`config.mk`:
```
export PLATFORM = sky130hd
export DESIGN_NAME = pad_iso_seq
export DESIGN_NICKNAME = d
export VERILOG_FILES = /design/src/rtl/iso_pkg.sv /design/src/rtl/iso_req_queue.sv /design/src/rtl/iso_dwell_timer.sv /design/src/rtl/iso_seq_fsm.sv /design/src/rtl/pad_iso_seq.sv
export SDC_FILE = /design/constraint.sdc
export NUM_CORES = 1
export LEC_CHECK = 0
export ABC_CLOCK_PERIOD_IN_PS = 2700
export CORE_MARGIN = 8
export CORE_UTILIZATION = 30
export DETAILED_ROUTE_END_ITERATION = 12
export GPL_TIMING_DRIVEN = 0
export SYNTH_ARGS = -nofsm -noshare
export SYNTH_HDL_FRONTEND = slang
export SYNTH_SLANG_ARGS = --single-unit
```
`constraint.sdc`:
```
create_clock -name clk -period 2.7 [get_ports clk]
set_input_delay 0.54 -clock clk [delete_from_list [all_inputs] [get_ports clk]]
set_output_delay 0.54 -clock clk [all_outputs]
set_load 0.02 [all_outputs]
```
`src/rtl/iso_pkg.sv`:
```
package iso_pkg;
  typedef enum logic [2:0] {
    ST_IDLE,
    ST_UP_A,
    ST_UP_B,
    ST_DN_A,
    ST_DN_B
  } seq_state_t;

  localparam logic KIND_EN  = 1'b1;
  localparam logic KIND_DIS = 1'b0;
endpackage

```
`src/rtl/iso_req_queue.sv`:
```
module iso_req_queue #(
  parameter int DEPTH = 4
) (
  input  logic clk,
  input  logic rst_n,
  input  logic push,
  input  logic push_kind,
  input  logic pop,
  output logic head_kind,
  output logic empty,
  output logic full_drop
);
  localparam int IDX_W = (DEPTH > 1) ? $clog2(DEPTH) : 1;
  localparam int CNT_W = $clog2(DEPTH + 1);

  logic [DEPTH-1:0] kind_mem;
  logic [IDX_W-1:0] wr_q, rd_q;
  logic [CNT_W-1:0] cnt_q;
  logic             push_ok, pop_ok;

  function automatic logic [IDX_W-1:0] next_idx(input logic [IDX_W-1:0] i);
    return (i == IDX_W'(DEPTH - 1)) ? '0 : i + IDX_W'(1);
  endfunction

  assign empty     = (cnt_q == '0);
  assign push_ok   = push && (cnt_q != CNT_W'(DEPTH));
  assign pop_ok    = pop && !empty;
  assign head_kind = kind_mem[rd_q];

  always_ff @(posedge clk) begin
    if (!rst_n) begin
      wr_q      <= '0;
      rd_q      <= '0;
      cnt_q     <= '0;
      kind_mem  <= '0;
      full_drop <= 1'b0;
    end else begin
      full_drop <= push && !push_ok;
      if (push_ok) begin
        kind_mem[wr_q] <= push_kind;
        wr_q           <= next_idx(wr_q);
      end
      if (pop_ok) rd_q <= next_idx(rd_q);
      case ({push_ok, pop_ok})
        2'b10:   cnt_q <= cnt_q + CNT_W'(1);
        2'b01:   cnt_q <= cnt_q - CNT_W'(1);
        default: cnt_q <= cnt_q;
      endcase
    end
  end

  // the occupancy never exceeds the queue depth
  p_no_overflow_r9: assert property (@(posedge clk) disable iff (!rst_n)
    cnt_q <= CNT_W'(DEPTH));

  // a drop pulse only follows a push into a queue that was full
  p_drop_when_full_r9: assert property (@(posedge clk) disable iff (!rst_n)
    full_drop |-> $past(push) && ($past(cnt_q) == CNT_W'(DEPTH)));
endmodule

```
`src/rtl/iso_dwell_timer.sv`:
```
module iso_dwell_timer #(
  parameter int CLK_PER_US = 8,
  parameter int DWELL_US   = 100
) (
  input  logic clk,
  input  logic rst_n,
  input  logic run,
  output logic expire
);
  localparam int US_W = (DWELL_US > 1) ? $clog2(DWELL_US) : 1;

  logic            tick;
  logic [US_W-1:0] us_q;

  generate
    if (CLK_PER_US > 1) begin : g_pre
      localparam int PRE_W = $clog2(CLK_PER_US);
      logic [PRE_W-1:0] pre_q;
      assign tick = (pre_q == PRE_W'(CLK_PER_US - 1));
      always_ff @(posedge clk) begin
        if (!rst_n || !run || expire) pre_q <= '0;
        else if (tick)                pre_q <= '0;
        else                          pre_q <= pre_q + PRE_W'(1);
      end
    end else begin : g_nopre
      assign tick = 1'b1;
    end
  endgenerate

  assign expire = run && tick && (us_q == US_W'(DWELL_US - 1));

  always_ff @(posedge clk) begin
    if (!rst_n || !run || expire) us_q <= '0;
    else if (tick)                us_q <= us_q + US_W'(1);
  end

  // the microsecond count stays inside one dwell
  p_us_range_r2: assert property (@(posedge clk) disable iff (!rst_n)
    us_q <= US_W'(DWELL_US - 1));
endmodule

```
`src/rtl/iso_seq_fsm.sv`:
```
module iso_seq_fsm
  import iso_pkg::*;
#(
  parameter int CNT_W = 4
) (
  input  logic clk,
  input  logic rst_n,
  input  logic have_req,
  input  logic head_kind,
  input  logic expire,
  output logic pop,
  output logic in_wait,
  output logic core_down,
  output logic early_clamp,
  output logic clamp,
  output logic unbal_err,
  output logic sat_drop
);
  localparam logic [CNT_W-1:0] CNT_MAX = {CNT_W{1'b1}};
  localparam logic [CNT_W-1:0] CNT_ONE = CNT_W'(1);

  seq_state_t       st_q;
  logic [CNT_W-1:0] use_q;

  assign pop     = (st_q == ST_IDLE) && have_req;
  assign in_wait = (st_q != ST_IDLE);

  always_ff @(posedge clk) begin
    if (!rst_n) begin
      st_q        <= ST_IDLE;
      use_q       <= '0;
      core_down   <= 1'b1;
      early_clamp <= 1'b1;
      clamp       <= 1'b1;
      unbal_err   <= 1'b0;
      sat_drop    <= 1'b0;
    end else begin
      unbal_err <= 1'b0;
      sat_drop  <= 1'b0;
      case (st_q)
        ST_IDLE: begin
          if (have_req) begin
            if (head_kind == KIND_EN) begin
              if (use_q == CNT_MAX) begin
                sat_drop <= 1'b1;
              end else if (use_q == '0) begin
                use_q <= CNT_ONE;
                clamp <= 1'b0;
                st_q  <= ST_UP_A;
              end else begin
                use_q <= use_q + CNT_ONE;
              end
            end else begin
              if (use_q == '0) begin
                unbal_err <= 1'b1;
              end else if (use_q == CNT_ONE) begin
                use_q     <= '0;
                core_down <= 1'b1;
                st_q      <= ST_DN_A;
              end else begin
                use_q <= use_q - CNT_ONE;
              end
            end
          end
        end
        ST_UP_A: if (expire) begin
          early_clamp <= 1'b0;
          st_q        <= ST_UP_B;
        end
        ST_UP_B: if (expire) begin
          core_down <= 1'b0;
          st_q      <= ST_IDLE;
        end
        ST_DN_A: if (expire) begin
          early_clamp <= 1'b1;
          st_q        <= ST_DN_B;
        end
        ST_DN_B: if (expire) begin
          clamp <= 1'b1;
          st_q  <= ST_IDLE;
        end
        default: st_q <= ST_IDLE;
      endcase
    end
  end

  // clamp implies early clamp implies core-down
  p_clamp_chain_r12: assert property (@(posedge clk) disable iff (!rst_n)
    (clamp |-> early_clamp) and (early_clamp |-> core_down));

  // one output moves per cycle at most
  p_single_step_r12: assert property (@(posedge clk) disable iff (!rst_n)
    $countones({core_down ^ $past(core_down), early_clamp ^ $past(early_clamp),
                clamp ^ $past(clamp)}) <= 1);

  // an unbalanced disable only happens fully powered down and idle
  p_unbal_quiet_r6: assert property (@(posedge clk) disable iff (!rst_n)
    unbal_err |-> core_down && early_clamp && clamp && (st_q == ST_IDLE) && (use_q == '0));

  // saturation is only possible while powered up
  p_sat_powered_r10: assert property (@(posedge clk) disable iff (!rst_n)
    sat_drop |-> !core_down && !clamp && (use_q == CNT_MAX));

  // a nonzero count while idle means powered up, zero means down
  p_count_match_r2: assert property (@(posedge clk) disable iff (!rst_n)
    (st_q == ST_IDLE) |-> ((use_q == '0) == core_down));
endmodule

```
`src/rtl/pad_iso_seq.sv`:
```
module pad_iso_seq #(
  parameter int CLK_PER_US = 8,
  parameter int DWELL_US   = 100,
  parameter int CNT_W      = 4,
  parameter int QDEPTH     = 4
) (
  input  logic clk,
  input  logic rst_n,
  input  logic en_req,
  input  logic dis_req,
  output logic core_down,
  output logic early_clamp,
  output logic clamp,
  output logic busy,
  output logic unbal_err,
  output logic req_drop
);
  logic q_empty, q_drop, head_kind, pop, in_wait, expire, sat_drop;
  logic push;

  // opposite requests in the same cycle cancel each other
  assign push = en_req ^ dis_req;

  iso_req_queue #(.DEPTH(QDEPTH)) u_queue (
    .clk       (clk),
    .rst_n     (rst_n),
    .push      (push),
    .push_kind (en_req),
    .pop       (pop),
    .head_kind (head_kind),
    .empty     (q_empty),
    .full_drop (q_drop)
  );

  iso_dwell_timer #(.CLK_PER_US(CLK_PER_US), .DWELL_US(DWELL_US)) u_timer (
    .clk    (clk),
    .rst_n  (rst_n),
    .run    (in_wait),
    .expire (expire)
  );

  iso_seq_fsm #(.CNT_W(CNT_W)) u_fsm (
    .clk         (clk),
    .rst_n       (rst_n),
    .have_req    (!q_empty),
    .head_kind   (head_kind),
    .expire      (expire),
    .pop         (pop),
    .in_wait     (in_wait),
    .core_down   (core_down),
    .early_clamp (early_clamp),
    .clamp       (clamp),
    .unbal_err   (unbal_err),
    .sat_drop    (sat_drop)
  );

  assign busy     = in_wait || !q_empty;
  assign req_drop = q_drop || sat_drop;

  // when not busy the pads are either fully up or fully down
  p_idle_uniform_r7: assert property (@(posedge clk) disable iff (!rst_n)
    !busy |-> (core_down == early_clamp) && (early_clamp == clamp));

  // simultaneous opposite requests never make the block busy by themselves
  p_cancel_r11: assert property (@(posedge clk) disable iff (!rst_n)
    (en_req && dis_req && !busy) |=> !busy);
endmodule

```
==> results of run 1 <==
## power breakdown
group / switching (W) / internal, W
registers: 0.0000900 / 0.000578
clock network: 0.000183 / 0.000276
logic: 0.000426 / 0.000353
total: 0.000699 / 0.00121
## flip-flops by register name, indices dropped and copies added (netlist names)
| signal | flops |
|---|---|
| u_timer.g_pre.pre_q | 3 |
| u_queue.wr_q | 2 |
| u_queue.kind_mem | 4 |
| u_fsm.early_clamp | 1 |
| u_fsm.use_q | 4 |
| u_queue.rd_q | 2 |
| u_fsm.st_q | 3 |
| u_queue.full_drop | 1 |
| u_fsm.clamp | 1 |
| u_fsm.unbal_err | 1 |
| u_fsm.core_down | 1 |
| u_fsm.sat_drop | 1 |
| u_queue.cnt_q | 3 |
| u_timer.us_q | 7 |
## worst max-delay path, delay by kind of cell
family	cells	cell delay (ps)
buffers and inverters	3	770
adders and majority gates	2	620
and+or+nand+nor	2	410
xor gates and xnor gates	2	300
AOI/OAI and AO/OA	1	130
## worst max-delay path by stage
stage,from,to,depth (start not counted)
after floorplan,u_fsm.st_q[1],u_queue.cnt_q[2],11
after global placement,en_req,u_queue.cnt_q[2],10
after detailed placement,en_req,u_queue.cnt_q[2],10
after CTS,u_fsm.st_q[1],u_queue.cnt_q[2],11
after global routing,en_req,u_queue.cnt_q[2],10
final,en_req,u_queue.cnt_q[2],10
## layer usage
metal / up-vias / routed length, um / part of all wire (%)
met5: - / 0 / 0
met4: 0 / 78 / 2.2
met3: 6 / 150 / 4.3
met2: 25 / 1610 / 46
met1: 665 / 1670 / 48
li1: 741 / - / -
## placed cells by master (no fill, tap or decap), drive strengths merged, types with 2 or more instances in the layout
| cell | netlist | routed |
|---|---|---|
| nor2b | 7 | 7 |
| and2 | 2 | 2 |
| clkbuf | 4 | 11 |
| nor3 | 6 | 6 |
| mux2i | 10 | 10 |
| nor3b | 4 | 4 |
| nand2 | 27 | 27 |
| xor2 | 5 | 5 |
| o21ai | 8 | 8 |
| clkdlybuf4s50 | 0 | 8 |
| or4 | 2 | 2 |
| xnor2 | 5 | 5 |
| a21boi | 4 | 4 |
| or2 | 2 | 2 |
| nand4 | 5 | 5 |
| o311ai | 2 | 2 |
| nor2 | 20 | 20 |
| ha | 13 | 13 |
| dfxtp | 34 | 34 |
| a21oi | 5 | 5 |
| buf | 4 | 5 |
| or3 | 3 | 3 |
| nand3 | 5 | 5 |
| inv | 11 | 11 |
## logic make-up (layout without fill, tap and decap cells)
logic type               Yosys count  after routing  synth area share, %
adder cells (fa/ha/maj)           15             15                 10.6
buffers and inverters             20             37                 5.10
multiplexers                      12             12                 7.37
AO/OA/AOI/OAI                     27             27                 9.86
flip-flops                        34             34                 37.5
XOR/XNOR                          10             10                 4.82
AND/OR/NAND/NOR                   89             89                 24.7
## cell type report
type | instances | area share, %
plain buffers | 7 | 2.00
inverters | 12 | 2.30
flip-flops and latches | 34 | 32.0
multi-input cells | 153 | 49.8
clock inverters | 1 | 1.41
clock buffers | 7 | 3.59
repair buffers | 10 | 4.48
well taps | 75 | 4.42
## through the flow
| stage | utilization (%) | power (W) | std cells | cell area [um2] |
|---|---|---|---|---|
| 2_1_floorplan | - | 0.00123 | 207 | 1820 |
| 3_3_place_gp | 33.8 | 0.00140 | 290 | 1990 |
| 3_5_place_dp | 33.8 | 0.00141 | 290 | 1990 |
| 4_1_cts | 35.6 | 0.00188 | 298 | 2100 |
| 5_1_grt | 36.1 | 0.00206 | 299 | 2120 |
| 6_report | 36.1 | 0.00191 | 299 | 2120 |
## synthesized netlist by cell type, drive strengths merged, types with 2 or more instances
| cell | instances | area (um2) |
|---|---|---|
| buf | 4 | 32.5 |
| clkbuf | 4 | 15.0 |
| a21boi | 4 | 30.0 |
| nand2 | 27 | 104 |
| inv | 11 | 41.3 |
| o311ai | 2 | 17.5 |
| nor2 | 20 | 75.1 |
| mux2i | 10 | 100 |
| or2 | 2 | 12.5 |
| ha | 13 | 163 |
| o21ai | 8 | 40.0 |
| nand3 | 5 | 25.0 |
| xor2 | 5 | 43.8 |
| a21oi | 5 | 25.0 |
| xnor2 | 5 | 43.8 |
| or4 | 2 | 15.0 |
| and2 | 2 | 12.5 |
| nor3 | 6 | 30.0 |
| dfxtp | 34 | 681 |
| nor2b | 7 | 43.8 |
| or3 | 3 | 18.8 |
| nor3b | 4 | 30.0 |
| nand4 | 5 | 31.3 |
## timing repair
| item | CTS | global route |
|---|---|---|
| endpoints found under the setup margin | 0 | 1 |
| buffers inserted | 0 | 2 |
| gates resized for setup | 0 | 6 |
| hold buffers | 0 | 0 |
==> impl_results.md, run 1 <==
* Outcome: finished, final reports clean
* Cell Pwr Density at 897 nW/um2
* Max Clock Skew at 2.46 ps
* Pleak at approximately 0.8 nW
* Hold Slack at 436 ps
* DR WL/cell at between 10 and 15 um
* Grt met2 use at 13.1%
* DRT Pass-1 Iters at 4
* H-tree depth at 2
* Max Slew Vio Count at 0
* R2R Path End: u_queue.cnt_q[2]
* Share of cells above drive strength 1 at 9.82%
* Max Clock Freq at 0.389 GHz
* Initial antenna violation count at 0
* Critical path arrival at 2790 ps
* CTS root buffer: clkbuf_8
* Vias in the first global route at approximately 1300
* Worst path slowest cell: clkdlybuf4s50_1
* Routability cong. at slightly below 0.8
* Number of max-cap violations at 0
* CTS Buf Count at 5
* Synthesis-stage register bit count at 34
* Hold EP: u_timer.g_pre.pre_q[0]
* Final WL at 3510 um
* Syn Inst Count at 207
* Slack of the worst reg-to-reg path at about 200 ps
* Total track usage at 8.35%
* Grt ovf at 0
* Worst skew pair latency at 280 ps
* Die Span X at 93.8 um
* Unique masters post-synth at 47
* Area of the multi-input gates at 1060 um2
* Async SR Flop Fraction at 0%
* Final Hold Viols at 0
* Ys flop type: dfxtp_1
* CTS tree: done
* Fin crit share at 95.1%
* Most frequent CP cell: inv_1
* Min cycle time layout at about 2600 ps
* Drt via density at 4.81
* WS Path Type: in2reg
* DP Wirelength at between 2000 and 3000 um
* Area grow syn2layout at 17.0%
* Max transition margin at 54.1%
* Hold Startpoint: u_timer.g_pre.pre_q[0]
* Peak supply drop at between 300 and 400 uV
* Met3 Track Usage GR at 2.40%
* Max FO, Critical Path at 7
* Pre-CTS setup slack at -253 ps
* CP Launch Type: primary input
* Synth Warn # at 0
* Clock Path Buffers at 2
* Final setup fails at 0
* Post-synth EDFFs at 0
* Largest net degree at the start of global routing at 11
* # rows at 28
* Met1 Resource Use GR at around 10%
* CP Data Required Time at between 2000 and 3000 ps
* Die Y at 93.8 um
* Hold path depth at 1
* Post-route DRC at 0
* DRT iter0 DRCs at 34
* FF+latch area at between 600 and 700 um2
* Crit path capture type: register
* Synth Area per Inst at 8.77 um2
* Fillcell total at approximately 590
* Clk sinks at 34
* Diodes inserted at 0
* Initial Util at 30.8%
* Syn_nets at 225
* Clk slew on worst S/H paths at 70 ps
* ANT nets after route at 0
* Ports at 10
* Worst reg-to-reg path cell count at 10
* Cell area after synthesis at 1820 um2
* Worst reg2reg startpoint: u_fsm.st_q[1]
* Global routing's busiest layer: met2
* Die ar. at a little under 9000 um2
* Sequential area share after synthesis at 37.5%
* CP Cell Sequence: clkdlybuf4s50_1 > xnor2_2 > nor2_2 > inv_1 > ha_2 > inv_1 > fa_1 > xor2_1 > or3_1 > a21boi_1
* IO Port Bufs at 8
* Setup TNS at 0 ps
* First-pass GRT wire length at 5890 um
* Core ar. at 5890 um2
* Transition time of the tightest slew-check pin at 680 ps
* Fin nets at 241
* Final WS setup at 133 ps
* Vias at 1437
* Max incr delay on CP at 580 ps
* Hold crit path type: reg2reg
Note: power is estimated with default switching activity, not from simulation.
==> run 2, diff against run 1 <==
--- a/config.mk
+++ b/config.mk
@@ -6,10 +6,12 @@
 export NUM_CORES = 1
 export LEC_CHECK = 0
 export ABC_CLOCK_PERIOD_IN_PS = 2700
+export CAP_MARGIN = 40
 export CORE_MARGIN = 8
-export CORE_UTILIZATION = 30
+export CORE_UTILIZATION = 55
 export DETAILED_ROUTE_END_ITERATION = 12
 export GPL_TIMING_DRIVEN = 0
+export PLACE_DENSITY = 0.74
 export SYNTH_ARGS = -nofsm -noshare
 export SYNTH_HDL_FRONTEND = slang
 export SYNTH_SLANG_ARGS = --single-unit
==> run 2 against run 1 <==
Register-to-register slack worse by 40 ps. Global-route usage up 5.8 points. Sequential share of layout area up 1.5 points. Critical endpoint unchanged. Largest cell class unchanged.
==> impl_results.md, run 2 (synthesis results as in run 1) <==
* Die ar. at 5400 um2 (-39%)
* Post-CTS Hold Buffers at 0 (unchanged)
* CTS tree: done
* Most frequent cells in the layout: dfxtp_1 (34), nand2_1 (26), nor2_1 (20)
* DRT Pass-1 Iters at 4 (unchanged)
* Ports at 10 (unchanged)
* Largest reg by FF count: u_timer.us_q
* Util after Layout at 62.3% (+26 points)
* DP Wirelength at 2580 um (+1.8%)
* Max Clock Skew at 9.45 ps (+6.99 ps)
* Fin nets at 239 (-0.83%)
* H-tree depth at 2 (unchanged)
* Max incr delay on CP at 420 ps (-160 ps)
* Max Clock Freq at 0.394 GHz (+1.2%)
* Switching pwr at 0.000694 W (-0.67%)
* CP Data Required Time at 2970 ps (+50 ps)
* CP Buf/Inv Count at 3 (unchanged)
* Setup TNS at 0 ps (unchanged)
* Crit path capture type: register
* DRT iter0 DRCs at 146 (+330%)
* Post-Layout Cell Count at 268 (-10%)
* Total track usage at 14.1% (+5.8 points)
* Critical path arrival at 2810 ps (+20 ps)
* Grt ovf at 0 (unchanged)
* Pleak at 0.806 nW (-1.7%)
* CTS root buffer: clkbuf_4
* # rows at 21 (-25%)
* Sequential Power Share at 38.6% (+3.6 points)
* Die Span X at 73.5 um (-22%)
* CP Launch Type: register
* Final setup fails at 0 (unchanged)
* Vias in the first global route at 1419 (+7.5%)
* # Post-CTS Setup Buffers at 0 (unchanged)
* Largest net degree at the start of global routing at 12 (+1)
* DR WL/cell at 12.9 um (+10%)
* Max transition margin at 61.5% (+7.4 points)
* Most frequent CP cell: or3_1
* Core ar. at 3260 um2 (-45%)
* Unrepaired setup endpoints after global routing: false
* CTS Buf Count at 5 (unchanged)
* Diodes inserted at 0 (unchanged)
* Outcome: finished, final reports clean
* First-pass GRT wire length at 6090 um (+3.3%)
* IO Port Bufs at 8 (unchanged)
* Min cycle time layout at 2540 ps (-30.3 ps)
* Hold Slack at 445 ps (+8.68 ps)
* Routability cong. at 0.804 (+3.4%)
* Clock Path Buffers at 2 (unchanged)
* Worst path slowest cell: fa_1
* Max FFs per register at 7 (unchanged)
* Vias at 1463 (+1.8%)
* Area grow syn2layout at 11.8%
* Tot Pwr at 0.00172 W (-9.6%)
* Share of cells above drive strength 1 at 9.46% (-0.36 points)
* WS Path Type: reg2reg
* Switching Fraction at 40.3% (+3.6 points)
* Regs by FF count: u_timer.us_q (7), u_fsm.use_q (4), u_queue.kind_mem (4)
* Number of max-cap violations at 0 (unchanged)
* Initial Util at 55.7% (+25 points)
* Cell Pwr Density at 849 nW/um2 (-5.3%)
* Combinational power share at 44.3% (+3.4 points)
* Clock share of power at 17.1% (-7.0 points)
* Crit path max-delay family: simple AND/OR/NAND/NOR gates
* Drt via density at 5.46 (+14%)
* Placed insts at 261 (-10%)
* Initial antenna violation count at 0 (unchanged)
* Post-route DRC at 0 (unchanged)
* Clk sinks at 34 (unchanged)
* Max Slew Vio Count at 0 (unchanged)
* Clk slew on worst S/H paths at 110 ps (+40 ps)
* ANT nets after route at 0 (unchanged)
* Peak supply drop at 413 uV (+16%)
* Die Y at 73.5 um (-22%)
* Final WL at 3460 um (-1.4%)
* Worst skew pair latency at 340 ps (+60 ps)
* Max FO, Critical Path at 8 (+1)
* Hold crit path type: reg2reg
* Transition time of the tightest slew-check pin at 570 ps (-110 ps)
* Final Hold Viols at 0 (unchanged)
* Fin crit share at 94.0% (-1.1 points)
* CP Cell Sequence: buf_6 > or3_1 > or2_4 > inv_4 > ha_2 > inv_1 > fa_1 > xor2_1 > or3_1 > a21boi_1
* Pint at 0.00103 W (-15%)
* Most common cell after layout, fill and taps aside: dfxtp_1
-- run 2: final timing paths --
| path | start | to | slack (ps) | cells past startpoint |
|---|---|---|---|---|
| worst min register to register | u_timer.g_pre.pre_q[0] | u_timer.g_pre.pre_q[0] | 440 | 1 |
| worst max-delay path | u_fsm.st_q[1] | u_queue.cnt_q[2] | 160 | 10 |
| worst min-delay path | u_timer.g_pre.pre_q[0] | u_timer.g_pre.pre_q[0] | 440 | 1 |
| worst max register to register | u_fsm.st_q[1] | u_queue.cnt_q[2] | 160 | 10 |
-- run 2: layer usage --
| layer | wire (um) | global-route usage [%] | vias to the layer above |
|---|---|---|---|
| li1 | - | - | 735 |
| met1 | 1600 | 16.7 | 693 |
| met2 | 1610 | 22.0 | 28 |
| met3 | 201 | 4.37 | 7 |
| met4 | 50 | 7.76 | 0 |
| met5 | 0 | 0 | - |
-- run 2: area by class of cell --
cell class	count	area [um2]
Fill cell	304	1230
Multi-Input combinational cell	153	1050
Sequential cell	34	681
Timing Repair Buffer	8	82.6
Tap cell	46	57.6
Clock buffer	6	51.3
Inverter	12	47.5
Buffer	7	42.5
Clock inverter	2	12.5
-- run 2: power groups by stage --
| stage | clock [W] | combinational, W | sequential, W |
|---|---|---|---|
| CTS | 0.000306 | 0.000746 | 0.000664 |
| floorplan | 0 | 0.000564 | 0.000662 |
| finish | 0.000295 | 0.000763 | 0.000665 |
| global placement | 0 | 0.000697 | 0.000671 |
| global route | 0.000328 | 0.000860 | 0.000678 |
| detailed placement | 0 | 0.000733 | 0.000676 |
-- run 2: timing repair --
item	in CTS	in global routing
gates resized for setup	2	5
endpoints found under the setup margin	1	1
pin swaps	0	0
hold endpoints to repair	0	0
gates cloned	0	0
-- run 2: metrics by stage --
stage,setup WS (ps),instance area [um2]
2_1_floorplan,210,1820
6_report,163,2030
5_1_grt,4.29,2030
3_3_place_gp,-175,1950
3_5_place_dp,-243,1950
4_1_cts,33.4,2020
==> run 3, diff against run 2 <==
--- a/config.mk
+++ b/config.mk
@@ -7,7 +7,7 @@
 export LEC_CHECK = 0
 export ABC_CLOCK_PERIOD_IN_PS = 2700
 export CAP_MARGIN = 40
-export CORE_MARGIN = 8
+export CORE_MARGIN = 2
 export CORE_UTILIZATION = 55
 export DETAILED_ROUTE_END_ITERATION = 12
 export GPL_TIMING_DRIVEN = 0
==> run 3 against run 2 <==
Combinational power increased by 2.9%. Final cell count unchanged. Routed wire length decreased by 1.6%. Design area increased by 0.12%. Utilization increased by 3.2 points. Non-clock buffer count increased by 2. Setup slack improved by 34 ps. Hold slack got worse by 12 ps. Register-to-register slack improved by 70 ps. Maximum frequency increased by 1.4%. Critical path depth unchanged. Global-route usage increased by 8.1 points.
==> impl_results.md, run 3 (synthesis results as in run 1) <==
* CP Launch Type: primary input
* Core ar. at 3100 um2 (-4.8%)
* ANT nets after route at 0 (unchanged)
* Vias at 1467 (+0.27%)
* Most frequent cells in the layout: dfxtp_1 (34), nand2_1 (26), nor2_1 (20)
* Worst path slowest cell: clkdlybuf4s50_1
* Diodes inserted at 0 (unchanged)
* Hold path depth at 1 (unchanged)
* CP Data Required Time at 2980 ps (about the same)
* # rows at 20 (-4.8%)
* Outcome: finished, final reports clean
* IO Port Bufs at 8 (unchanged)
* Post-CTS Hold Buffers at 0 (unchanged)
* CP Cell Sequence: clkdlybuf4s50_1 > xnor2_1 > nor2_1 > inv_1 > ha_2 > inv_1 > fa_2 > xor2_1 > or3_1 > a21boi_1
* Hold crit path type: reg2reg
* Share of cells above drive strength 1 at 9.82% (+0.36 points)
* Worst reg2reg startpoint: u_fsm.st_q[1]
* DRT iter0 DRCs at 72 (-51%)
* Ports at 10 (unchanged)
* Max Slew Vio Count at 0 (unchanged)
* CTS root buffer: clkbuf_4
* Regs by FF count: u_timer.us_q (7), u_fsm.use_q (4), u_queue.kind_mem (4)
* Max Clock Freq at 0.400 GHz (+1.4%)
* DR WL/cell at 12.7 um (-1.6%)
* Max incr delay on CP at 500 ps (+80 ps)
* Pleak at 0.797 nW (-1.1%)
* Worst reg-to-reg path cell count at 10 (unchanged)
* Final setup fails at 0 (unchanged)
* Die Span X at 61.5 um (-16%)
* Final Hold Viols at 0 (unchanged)
* Critical path arrival at 2790 ps (-20 ps)
* Hold Startpoint: u_timer.g_pre.pre_q[0]
* Max FFs per register at 7 (unchanged)
* Largest net degree at the start of global routing at 11 (-1)
* DRT Pass-1 Iters at 4 (unchanged)
* Clk slew on worst S/H paths at 100 ps (about the same)
* Grt ovf at 0 (unchanged)
* Transition time of the tightest slew-check pin at 611 ps (+41.0 ps)
* Util after Layout at 65.5% (+3.2 points)
* Worst skew pair latency at 340 ps (about the same)
* Total track usage at 22.2% (+8.1 points)
* Die ar. at 3780 um2 (-30%)
* Most common cell after layout, fill and taps aside: dfxtp_1
* Most frequent CP cell: inv_1
* Post-route DRC at 0 (unchanged)
* Min cycle time layout at 2500 ps (-34.2 ps)
* Die Y at 61.5 um (-16%)
* DP Wirelength at 2540 um (-1.7%)
* Max Clock Skew at 3.86 ps (-5.59 ps)
* Hold EP: u_timer.g_pre.pre_q[0]
* Tot Pwr at 0.00175 W (+1.5%)
* Drt via density at 5.47 (+0.27%)
* Largest reg by FF count: u_timer.us_q
* Crit path capture type: register
* Cell Pwr Density at 861 nW/um2 (+1.4%)
* Fin nets at 241 (+0.84%)
* Fin crit share at 92.7% (-1.3 points)
* Clock Path Buffers at 2 (unchanged)
* Area grow syn2layout at 11.9%
* WS Path Type: in2reg
* Slack of the worst reg-to-reg path at 230 ps (+70 ps)
* CTS Buf Count at 5 (unchanged)
* Number of max-cap violations at 0 (unchanged)
* First-pass GRT wire length at 6140 um (+0.92%)
* Routability cong. at 0.821 (+2.1%)
* Unrepaired setup endpoints after global routing: false
* CTS tree: done
* Max FO, Critical Path at 7 (-1)
* Peak supply drop at 515 uV (+25%)
* H-tree depth at 2 (unchanged)
* Vias in the first global route at 1457 (+2.7%)
* Initial Util at 58.5% (+2.8 points)
* R2R Path End: u_queue.cnt_q[2]
* Final WL at 3400 um (-1.6%)
* Clk sinks at 34 (unchanged)
* Max transition margin at 58.7% (-2.8 points)
* Initial antenna violation count at 0 (unchanged)
==> run 3: cell types whose count changed in the layout (fill, tap and decap cells not counted) <==
cell,change
buf_4,+2
clkbuf_1,+1
clkdlybuf4s50_1,+1
dlymetal6s2s_1,-1
fa_1,-1
fa_2,+1
inv_4,-1
xnor2_1,+1
xnor2_2,-1
==> run 3: report_power, final <==
part / total (W) / switching [W] / internal (W)
registers: 0.000665 / 0.0000876 / 0.000577
clock network: 0.000300 / 0.000174 / 0.000126
logic: 0.000785 / 0.000433 / 0.000353
==> run 3: worst max-delay path by stage <==
stage / slack [ps] / to / cells after the start / startpoint
floorplan: 210 / u_queue.cnt_q[2] / 11 / u_fsm.st_q[1]
global placement: -180 / u_queue.cnt_q[2] / 10 / en_req
detailed placement: -260 / u_queue.cnt_q[2] / 10 / en_req
CTS: 20 / u_queue.cnt_q[2] / 11 / u_fsm.st_q[1]
global route: 50 / u_queue.cnt_q[2] / 10 / en_req
finish: 200 / u_queue.cnt_q[2] / 10 / en_req
==> run 3: metal layers <==
metal,wire [um],track usage [%]
met5,0,0
met4,50,7.29
met3,145,6.30
met2,1650,39.2
met1,1560,26.0
==> run 3: critical path, delay by kind of cell <==
kind | cells | cell delay, ps
simple gates | 2 | 450
fa+ha+maj | 2 | 580
buf+inv | 3 | 690
xor+xnor | 2 | 400
compound gates | 1 | 130
==> run 3: cell type report <==
cell class / count / area [um2]
clock buffer: 7 / 55.1
clock inverter: 1 / 5.00
fill: 292 / 1070
multi-input combinational: 153 / 1050
inverter: 12 / 48.8
tap: 44 / 55.1
sequential: 34 / 681
timing repair buffer: 10 / 95.1
buffer: 7 / 42.5
==> run 3: stage by stage <==
| step | cell area, um2 | setup slack [ps] | hold WS [ps] | std cells | TNS, ps |
|---|---|---|---|---|---|
| global route | 2030 | 50.4 | 462 | 268 | 0 |
| detailed placement | 1950 | -258 | 424 | 259 | -299 |
| finish | 2030 | 197 | 433 | 268 | 0 |
| floorplan | 1820 | 210 | 404 | 207 | 0 |
| global placement | 1950 | -181 | 414 | 259 | -181 |
| CTS | 2010 | 15.9 | 439 | 267 | 0 |
==> run 3: what timing repair did <==
item / 4_1_cts / 5_1_grt
resized for setup: 0 / 5
setup endpoints to repair: 0 / 1
buffers inserted: 0 / 2
